### src/rtl/flag_offset_loader.sv
module flag_offset_loader #(
  parameter int OFS_W = 12
) (
  input  logic             clk,
  input  logic             rst_n,
  input  logic [2:0]       ofs_sel,
  input  logic             ser_bit,
  input  logic             ser_en_n,
  input  logic             par_wr,
  input  logic [OFS_W-1:0] par_val,
  output logic [OFS_W-1:0] y1_ofs,
  output logic [OFS_W-1:0] x1_ofs,
  output logic [OFS_W-1:0] y2_ofs,
  output logic [OFS_W-1:0] x2_ofs,
  output logic             prog_done
);

  localparam int NUM_OFS = 4;
  localparam int CHAIN_W = NUM_OFS * OFS_W;
  localparam int BC_W    = $clog2(CHAIN_W + 1);
  localparam int WC_W    = $clog2(NUM_OFS + 1);

  typedef enum logic [1:0] {M_SER, M_PAR, M_PRE} mode_t;

  mode_t              mode, sel_mode;
  logic [OFS_W-1:0]   sel_preset;
  logic [CHAIN_W-1:0] chain, chain_nx;
  logic [BC_W-1:0]    bit_cnt;
  logic [WC_W-1:0]    wr_cnt;
  logic               ser_step, par_step;

  always_comb begin
    sel_mode   = M_PRE;
    sel_preset = '0;
    case (ofs_sel)
      3'b001:  sel_mode   = M_PAR;
      3'b010:  sel_preset = OFS_W'(8);
      3'b011:  sel_preset = OFS_W'(16);
      3'b100:  sel_preset = OFS_W'(64);
      3'b101:  sel_preset = OFS_W'(256);
      3'b110:  sel_preset = OFS_W'(1024);
      default: sel_mode   = M_SER;
    endcase
  end

  assign prog_done = (mode == M_PRE) || (bit_cnt == BC_W'(CHAIN_W)) || (wr_cnt == WC_W'(NUM_OFS));
  assign ser_step  = (mode == M_SER) && !ser_en_n && !prog_done;
  assign par_step  = (mode == M_PAR) && par_wr && !prog_done;

  always_comb begin
    chain_nx = chain;
    if (ser_step) chain_nx = {chain[CHAIN_W-2:0], ser_bit};
    for (int i = 0; i < NUM_OFS; i++)
      if (par_step && wr_cnt == WC_W'(i))
        chain_nx[(NUM_OFS-i)*OFS_W-1 -: OFS_W] = par_val;
  end

  always_ff @(posedge clk) begin
    if (!rst_n) begin
      mode    <= sel_mode;
      chain   <= (sel_mode == M_PRE) ? {NUM_OFS{sel_preset}} : '0;
      bit_cnt <= '0;
      wr_cnt  <= '0;
    end else begin
      chain <= chain_nx;
      if (ser_step) bit_cnt <= bit_cnt + 1'b1;
      if (par_step) wr_cnt  <= wr_cnt + 1'b1;
    end
  end

  assign y1_ofs = chain[4*OFS_W-1 -: OFS_W];
  assign x1_ofs = chain[3*OFS_W-1 -: OFS_W];
  assign y2_ofs = chain[2*OFS_W-1 -: OFS_W];
  assign x2_ofs = chain[OFS_W-1 -: OFS_W];

  AST_METHOD_HELD: assert property (@(posedge clk) disable iff (!rst_n)
    $past(rst_n) |-> $stable(mode));

  AST_SER_LSB_IN: assert property (@(posedge clk) disable iff (!rst_n)
    (mode == M_SER && !ser_en_n && !prog_done) |=> x2_ofs[0] == $past(ser_bit));

  AST_SER_PAUSE: assert property (@(posedge clk) disable iff (!rst_n)
    (mode == M_SER && ser_en_n) |=> $stable({y1_ofs, x1_ofs, y2_ofs, x2_ofs}) && $stable(bit_cnt));

  AST_DONE_FROZEN: assert property (@(posedge clk) disable iff (!rst_n)
    prog_done |=> prog_done && $stable({y1_ofs, x1_ofs, y2_ofs, x2_ofs}));

  AST_PAR_FIRST: assert property (@(posedge clk) disable iff (!rst_n)
    (mode == M_PAR && par_wr && wr_cnt == '0) |=> y1_ofs == $past(par_val));

  AST_NO_STRAY_LOAD: assert property (@(posedge clk) disable iff (!rst_n)
    (mode != M_SER && !(mode == M_PAR && par_wr)) |=> $stable({y1_ofs, x1_ofs, y2_ofs, x2_ofs}));

  AST_CNT_BOUND: assert property (@(posedge clk) disable iff (!rst_n)
    bit_cnt <= BC_W'(CHAIN_W) && wr_cnt <= WC_W'(NUM_OFS));

endmodule

### config.mk
export PLATFORM = sky130hd
export DESIGN_NAME = flag_offset_loader
export DESIGN_NICKNAME = d
export VERILOG_FILES = /design/src/rtl/flag_offset_loader.sv
export SDC_FILE = /design/constraint.sdc
export NUM_CORES = 1
export LEC_CHECK = 0
export BUFFER_PORTS_ARGS = -buffer_cell sky130_fd_sc_hd__buf_2
export CAP_MARGIN = 20
export CORE_UTILIZATION = 49
export CTS_CLUSTER_DIAMETER = 30
export DETAILED_ROUTE_END_ITERATION = 8
export GPL_TIMING_DRIVEN = 0
export PLACE_DENSITY = 0.85
export SLEW_MARGIN = 20
export SYNTH_ARGS = -nofsm -noshare
export SYNTH_HDL_FRONTEND = slang
export SYNTH_SLANG_ARGS = --single-unit
### constraint.sdc
create_clock -name clk -period 2.02 [get_ports clk]
set_input_delay 0 -clock clk [delete_from_list [all_inputs] [get_ports clk]]
set_output_delay 0 -clock clk [all_outputs]
set_load 0.1 [all_outputs]
# Word-level counts from Yosys, hierarchy flattened

Index checks and enable logic that the tools add are counted.

Bits in registers: 59
Output and inout bits: 49

Add/subtract/negate cells: 2
Multiplexer cells: 9
Equal/unequal tests: 18
Reduce and logical (&&, ||, !) cells: 15

Operator list:

| operator                                       | count |
|---|---|
| 2-to-1 mux 48 bit                              | 3 |
| one-hot mux 11 bit (5 select lines)            | 1 |
| 2-to-1 mux 12 bit                              | 4 |
| == test 3 x 2 -> 1 bit (second input constant) | 4 |
| == test 3 bit (second input constant)          | 4 |
| != test 3 x 1 -> 1 bit (second input constant) | 4 |
| logical AND 1 bit                              | 8 |
| adder 6 x 1 -> 6 bit (second input constant)   | 1 |
| == test 3 x 1 -> 1 bit (second input constant) | 2 |
| == test 6 bit (second input constant)          | 1 |
| OR reduction 5 bit                             | 1 |
| == test 2 bit (second input constant)          | 2 |
| one-hot mux 2 bit (2 select lines)             | 1 |
| adder 3 x 1 -> 3 bit (second input constant)   | 1 |
| zero test 3 bit                                | 1 |
| == test 2 x 1 -> 1 bit (second input constant) | 1 |
| zero test 1 bit                                | 2 |
| zero test 2 bit                                | 1 |
| logical OR 1 bit                               | 2 |

# Logic depth before layout (Yosys ltp)

Gate-level depths: netlist of run 1.

Depth after elaboration: 8
Depth in mapped cells: 7
Mapped depth without buffers: 6

# Worst setup path after synthesis of run 1

OpenSTA, ideal clock, no wires.

Kind: flip-flop to flip-flop
Start point: register wr_cnt[0]
End point: register chain[0] (enable)
Clock period less this slack: 2.078 ns
Data required time: 1.670 ns
Cell stages (with the launch flop): 7
Slack: -0.058 ns
Buffers on the path: 0
Setup time: 0.350 ns
Arrival time: 1.728 ns
Cells stage by stage: dfxtp_1 inv_1 ha_1 a211o_1 a211oi_2 nor2_1 nand2_1

Cells in the longest elaborated chain, start to end: 6
Elaborated cells on any way between the ends: 8

Ends and longest elaborated chain:

| element                                     | line   | source |
|---|---|---|
| start, declared                             | 29     | `logic [WC_W-1:0] wr_cnt;` |
| start signal, assigned                      | 67     | `if (par_step) wr_cnt <= wr_cnt + 1'b1;` |
| == test 3 bit                               | 46     | `assign prog_done = (mode == M_PRE) \|\| (bit_cnt == BC_W'(CHAIN_W)) \|\| (wr_cnt == WC_W'(NUM_OFS));` |
| logical OR 1 bit                            | 46     |  |
| zero test 1 bit                             | 47, 48 |  |
| logical AND 1 bit                           | 48     | `assign par_step = (mode == M_PAR) && par_wr && !prog_done;` |
| logical AND 1 bit                           | 54     | `if (par_step && wr_cnt == WC_W'(i))` |
| != test 3 x 1 -> 1 bit (no source line) (*) | n/a    |  |
| end signal, assigned                        | 61     | `chain <= (sel_mode == M_PRE) ? {NUM_OFS{sel_preset}} : '0;` |
| end signal, assigned                        | 65     | `chain <= chain_nx;` |
| end, declared                               | 27     | `logic [CHAIN_W-1:0] chain, chain_nx;` |

Mark *: on every way between the ends. The rest lies on a longest branch, timed or not.
A chain may end at the register's enable or synchronous reset.

# Final worst setup path of run 1

Start point: register bit_cnt[0]
End point: register chain[47] (data pin)

Cells in the longest elaborated chain, start to end: 8

Ends and longest elaborated chain:

| element                       | line | source |
|---|---|---|
| start, declared               | 28   | `logic [BC_W-1:0] bit_cnt;` |
| start signal, assigned        | 66   | `if (ser_step) bit_cnt <= bit_cnt + 1'b1;` |
| == test 6 bit                 | 46   |  |
| logical OR 1 bit (2 in a row) | 46   |  |
| zero test 1 bit               | 48   |  |
| logical AND 1 bit             | 48   |  |
| logical AND 1 bit             | 54   |  |
| 2-to-1 mux 12 bit             | 54   |  |
| 2-to-1 mux 48 bit             | 59   | `if (!rst_n) begin` |

Every way passes these cells.

==> results of run 1 <==
[power breakdown]
part | switching (uW) | internal, uW | leakage (uW) | total [uW]
clock network | 486 | 559 | 0.0000935 | 1050
registers | 72.0 | 1450 | 0.000594 | 1520
logic | 909 | 182 | 0.000986 | 1090
total | 1470 | 2190 | 0.00167 | 3660
[sequential cells by signal, summed over array words and instances, names as in the netlist]
signal and count:
wr_cnt 3, bit_cnt 6, mode 2, chain 48
[worst max-delay path, cell delays in order, from the launching register on]
cell	delay [ns]
dfxtp_4	0.36
inv_1	0.05
ha_1	0.21
nand4bb_4	0.19
o211ai_4	0.31
buf_6	0.23
mux2i_1	0.28
nor2_1	0.07
[kinds of logic (layout without fill, tap and decap cells)]
kind of cell / after synthesis / after routing / share of synthesized area, %
AO/OA/AOI/OAI: 51 / 51 / 14.2
XOR/XNOR: 3 / 3 / 0.862
adder cells (fa/ha/maj): 7 / 7 / 2.87
buffers and inverters: 21 / 111 / 3.49
flip-flops: 59 / 59 / 55.1
multiplexers: 22 / 22 / 7.22
AND/OR/NAND/NOR: 95 / 97 / 16.2
[synth_stat cells (2+ instances only)]
| cell | n | area share, % |
|---|---|---|
| o211ai_4 | 2 | 1.4 |
| inv_1 | 6 | 0.74 |
| nand2b_1 | 2 | 0.41 |
| mux2i_1 | 22 | 7.2 |
| xnor2_1 | 3 | 0.86 |
| a21oi_1 | 11 | 1.8 |
| buf_6 | 3 | 1.1 |
| edfxtp_1 | 50 | 49 |
| and4b_1 | 2 | 0.66 |
| ha_1 | 7 | 2.9 |
| nand3_1 | 11 | 1.8 |
| nor2_1 | 42 | 5.2 |
| nor3_1 | 7 | 1.1 |
| o21ai_0 | 11 | 1.8 |
| a311o_1 | 20 | 6.6 |
| nand2_1 | 16 | 2.0 |
| clkbuf_1 | 9 | 1.1 |
| nor4b_1 | 2 | 0.57 |
| dfxtp_1 | 9 | 5.9 |
| a211oi_2 | 2 | 0.82 |
| and2_1 | 2 | 0.41 |
| nor4bb_1 | 2 | 0.66 |
[worst paths after layout]
check	endpoint	slack, ns
max	chain[47]	0.07
min	mode[1]	0.04
max reg2reg	chain[47]	0.07
min reg2reg	wr_cnt[0]	0.50
[layout make-up]
class,instances,area [sq um]
Timing Repair Buffer,75,393
Clock buffer,10,128
Inverter,7,26.3
Clock inverter,6,56.3
Tap cell,75,93.8
Fill cell,469,2130
Multi-Input combinational cell,180,1350
Sequential cell,59,1690
Buffer,13,81.3
[through the flow]
stage | cells | total power [uW] | instance area (sq um) | hold WS (ns) | TNS [ns]
final | 425 | 3660 | 3820 | 0.0447 | 0
after global routing | 425 | 3770 | 3820 | 0.0398 | -0.0108
after CTS | 417 | 3640 | 3740 | 0.0328 | 0
after detailed placement | 401 | 2600 | 3480 | 0.392 | -22.22
after global placement | 401 | 2580 | 3480 | 0.379 | -19.65
after floorplan | 258 | 2410 | 3050 | 0.186 | -2.80
[per-layer routing]
layer,vias to the layer above,wire [um]
met5,-,0
met4,0,337
met3,30,708
met2,138,3950
met1,1226,3410
li1,1162,-
[layout by cell type, fill, tap and decap left out, types with 2 or more instances in the layout]
cell type and instances:
buf_2 70, edfxtp_1 50, nor2_1 41, mux2i_1 22
a311o_1 20, nand2_1 12, nand3_1 11, a21oi_1 11
clkbuf_8 9, clkbuf_1 8, o21ai_0 8, nor3_1 7
buf_4 7, inv_1 6, ha_1 6, nand2_4 5
dfxtp_1 5, buf_6 4, o211ai_4 3, xnor2_1 3
o21ai_1 3, dfxtp_2 3, clkinv_2 3, nand2b_1 2
nor4bb_1 2, nor4b_1 2, and4b_1 2, a211oi_4 2
nand2_2 2, a211o_4 2
[what timing repair did]
action                                  in CTS  in global routing
gates resized for setup                     16                 12
pin swaps                                    5                  7
cloned                                       0                  2
hold buffers                                 0                  0
endpoints found under the setup margin      55                 76
buffers inserted                             1                  6
endpoints found under the hold margin        0                  0
==> impl_metrics.env, run 1 <==
export IMPL_antenna_cells=0
export IMPL_crit_path_max_fanout=11
export IMPL_grt_max_degree=13
export IMPL_antenna_found_initial=0
export IMPL_netlist_area_sq_um=3050
export IMPL_drv_slew=0
export IMPL_critical_path_class="register to register"
export IMPL_finalSetupViolCount=0
export IMPL_cts_inserted_buffers=9
export IMPL_portBuffers=68
export IMPL_ff2ff_path_depth=7
export IMPL_ioPinCount=69
export IMPL_grt_first_pass_wirelength_mm=12.4
export IMPL_hold_path_class="input port to register"
export IMPL_ys_flop_type="edfxtp_1"
export IMPL_fin_nets=372
export IMPL_grt_busiest_layer="met2"
export IMPL_clock_latency_ns=0.34
export IMPL_synth_avg_cell_area_sq_um=11.8
export IMPL_seq_area_frac_synth_pct=55.1
export IMPL_grt_pass1_vias=2424
export IMPL_synth_nets=285
export IMPL_r2r_start="bit_cnt[0]"
export IMPL_die_y_um=80.9
export IMPL_outcome="complete, no violations"
export IMPL_rows=28
export IMPL_routedWlPerCell_um=19.8
export IMPL_ant_nets=0
export IMPL_routabilityCongestion=0.859
export IMPL_synth_seq_cells=59
export IMPL_cts_tree="done"
export IMPL_tightest_slew_ns=1.21
export IMPL_grt_use_met1_pct=34.1
export IMPL_routed_via_density=6.01
export IMPL_finalClockSkew_ns=0.00710
export IMPL_path_clk_slew_ns=0.07
export IMPL_coreArea_sq_um=5960
export IMPL_fmax_ghz=0.512
export IMPL_critPathLaunch="bit_cnt[0]"
export IMPL_h_tree_depth=3
export IMPL_cp_arrival_ns=2.04
export IMPL_use_met2_pct=41.3
export IMPL_netlist_instances=258
export IMPL_hold_path_startpoint="ofs_sel[2]"
export IMPL_yosys_warnings=0
export IMPL_dp_hpwl_mm=5.73
export IMPL_wl_mm=8.40
export IMPL_utilization_pct=64.2
export IMPL_dr_pass1_iters=5
export IMPL_cp_end_kind="register"
export IMPL_synth_cell_types=39
export IMPL_place_ws_ns=-0.469
export IMPL_hold_path_cell_count=2
export IMPL_crit_required_ns=2.10
export IMPL_fin_crit_sh_pct=96.7
export IMPL_start_util_pct=51.2
export IMPL_synth_edff_count=50
export IMPL_cts_max_path_buffers=2
export IMPL_fin_crit_ns=1.95
export IMPL_grt_usage_pct=27.0
export IMPL_fin_ws_ns=0.0667
export IMPL_slew_headroom_pct=18.0
export IMPL_leakage_uw=0.00167
export IMPL_hold_viol_final=0
export IMPL_clock_sinks=59
export IMPL_syn_to_final_growth_pct=25.3
export IMPL_vias=2556
export IMPL_cap_violations=0
export IMPL_p_per_area_nw_per_um2=957
export IMPL_die_w_um=80.9
export IMPL_drtIter0Drc=330
export IMPL_grtUsageMet3_pct=6.52
export IMPL_die_area_sq_um=6540
export IMPL_gr_total_overflow=0
export IMPL_drive_gt1_share_pct=34.6
export IMPL_vdd_ir_drop_max_uv=695
export IMPL_synthArstFlopShare_pct=0
export IMPL_drc=0
export IMPL_start_kind="register"
export IMPL_ctsRootBufferMaster="clkbuf_8"
No activity file was read; power rests on OpenSTA's default activity.
==> run 2, diff against run 1 <==
--- a/config.mk
+++ b/config.mk
@@ -10,7 +10,6 @@
 export CORE_UTILIZATION = 49
 export CTS_CLUSTER_DIAMETER = 30
 export DETAILED_ROUTE_END_ITERATION = 8
-export GPL_TIMING_DRIVEN = 0
 export PLACE_DENSITY = 0.85
 export SLEW_MARGIN = 20
 export SYNTH_ARGS = -nofsm -noshare
==> run 2 against run 1 <==
Against the previous run:
- final cell count rose by 0.47%
- sequential power barely moved
- non-clock buffer count rose by 5
- critical path depth did not move
- sequential share of layout area fell by 1.1 points
- combinational power barely moved
- clock-buffer cell count fell by 1
- via count rose by 0.78%
- setup slack got worse by 0.031 ns
- final area rose by 2.3%
- first-iteration DRC count fell by 19%
==> impl_metrics.env, run 2 (same netlist as run 1, synthesis figures left out) <==
export IMPL_outcome="complete, no violations"
export IMPL_hold_viol_final=0
export IMPL_start_kind="register"
export IMPL_drtIter0Drc=267
export IMPL_cp_arrival_ns=2.04
export IMPL_clock_sinks=59
export IMPL_fmax_ghz=0.504
export IMPL_cp_end_kind="register"
export IMPL_vias=2576
export IMPL_tightest_slew_ns=1.08
export IMPL_crit_required_ns=2.08
export IMPL_cts_tree="done"
export IMPL_nFillCells=458
export IMPL_h_tree_depth=3
export IMPL_gr_total_overflow=0
export IMPL_path_clk_slew_ns=0.07
export IMPL_cap_violations=0
export IMPL_holdBufCountCts=0
export IMPL_drive_gt1_share_pct=36.1
export IMPL_reg_top3="chain: 48 flops, bit_cnt: 6 flops, wr_cnt: 3 flops"
export IMPL_mostFrequentLayoutCells="buf_2, edfxtp_1, nor2_1, mux2i_1"
export IMPL_antenna_found_initial=0
export IMPL_rows=28
export IMPL_fin_crit_sh_pct=98.2
export IMPL_clock_latency_ns=0.34
export IMPL_drv_slew=0
export IMPL_grt_max_degree=40
export IMPL_routedWlPerCell_um=18.9
export IMPL_whs_ns=0.0573
export IMPL_slew_headroom_pct=27.1
export IMPL_final_common_cell="buf_2"
export IMPL_die_area_sq_um=6540
export IMPL_vdd_ir_drop_max_uv=674
export IMPL_leakage_uw=0.00174
export IMPL_coreArea_sq_um=5960
export IMPL_routed_via_density=6.03
export IMPL_antenna_cells=0
export IMPL_largest_register="chain"
export IMPL_grt_pass1_vias=2289
export IMPL_die_w_um=80.9
export IMPL_grt_first_pass_wirelength_mm=11.5
export IMPL_dr_pass1_iters=5
export IMPL_cts_max_path_buffers=2
export IMPL_rsz0062_at_grt="yes"
export IMPL_p_per_area_nw_per_um2=966
export IMPL_wl_mm=8.09
export IMPL_syn_to_final_growth_pct=28.2
export IMPL_dp_hpwl_mm=5.47
export IMPL_utilization_pct=65.7
export IMPL_drc=0
export IMPL_fin_nets=375
export IMPL_critical_path_class="register to register"
export IMPL_ant_nets=0
export IMPL_start_util_pct=51.2
export IMPL_portBuffers=68
export IMPL_finalSetupViolCount=0
export IMPL_hold_path_class="input port to register"
export IMPL_cts_inserted_buffers=9
export IMPL_largest_reg_flops=48
export IMPL_fin_crit_ns=1.98
export IMPL_routabilityCongestion=0.839
export IMPL_ctsRootBufferMaster="clkbuf_8"
export IMPL_die_y_um=80.9
export IMPL_ioPinCount=69
export IMPL_finalClockSkew_ns=0.00953
export IMPL_grt_usage_pct=25.0
export IMPL_crit_path_max_fanout=12
-- run 2: area by class of cell --
| type | instances | area [sq um] | share of cell area, % |
|---|---|---|---|
| clock buffer | 9 | 124 | 3.17 |
| tap | 75 | 93.8 | 2.40 |
| sequential | 59 | 1680 | 43.1 |
| inverter | 7 | 26.3 | 0.672 |
| clock inverter | 6 | 81.3 | 2.08 |
| timing repair buffer | 93 | 591 | 15.1 |
| multi-input combinational | 178 | 1310 | 33.5 |
-- run 2: final timing paths --
path	start	endpoint	slack, ns	depth (start not counted)
setup / recovery	wr_cnt[0]	chain[43]	0.04	7
hold / removal	ofs_sel[1]	mode[0]	0.06	2
setup reg to reg	wr_cnt[0]	chain[43]	0.04	7
hold reg to reg	wr_cnt[0]	wr_cnt[0]	0.51	2
-- run 2: routing by layer --
metal | vias to the layer above | global-route usage, % | share of wire [%] | wire (um)
li1 | 1161 | - | - | -
met1 | 1248 | 32.5 | 40 | 3200
met2 | 147 | 38.7 | 48 | 3910
met3 | 20 | 7.19 | 9.7 | 783
met4 | 0 | 11.6 | 2.4 | 195
met5 | - | 0 | 0 | 0
-- run 2: repair_timing --
action / in CTS / in global routing
pin swaps: 1 / 5
setup buffers: 0 / 6
endpoints found under the hold margin: 0 / 0
gates resized for setup: 0 / 12
setup endpoints to repair: 48 / 66
-- run 2: through the flow --
step	setup TNS, ns	setup slack, ns	instances	cell area (sq um)	total power [uW]
after floorplan	-2.80	-0.0584	258	3050	2410
after global placement	0	0.0815	406	3600	2610
after detailed placement	-1.17	-0.0298	406	3600	2630
after CTS	0	0.00813	421	3800	3760
after global routing	-0.267	-0.0412	427	3910	3880
final	0	0.0358	427	3910	3780
-- run 2: where the power goes --
group | internal, uW | total (uW) | switching, uW
clock network | 678 | 1150 | 467
logic | 207 | 1120 | 909
registers | 1450 | 1520 | 65.7
-- run 2: critical path, cell delays in order (launching register included) --
cell and delay (ns):
dfxtp_2 0.36, inv_1 0.08, ha_1 0.25, a211o_1 0.34, a211oi_4 0.32, nor2_4 0.10, nand2_1 0.12, buf_12 0.15
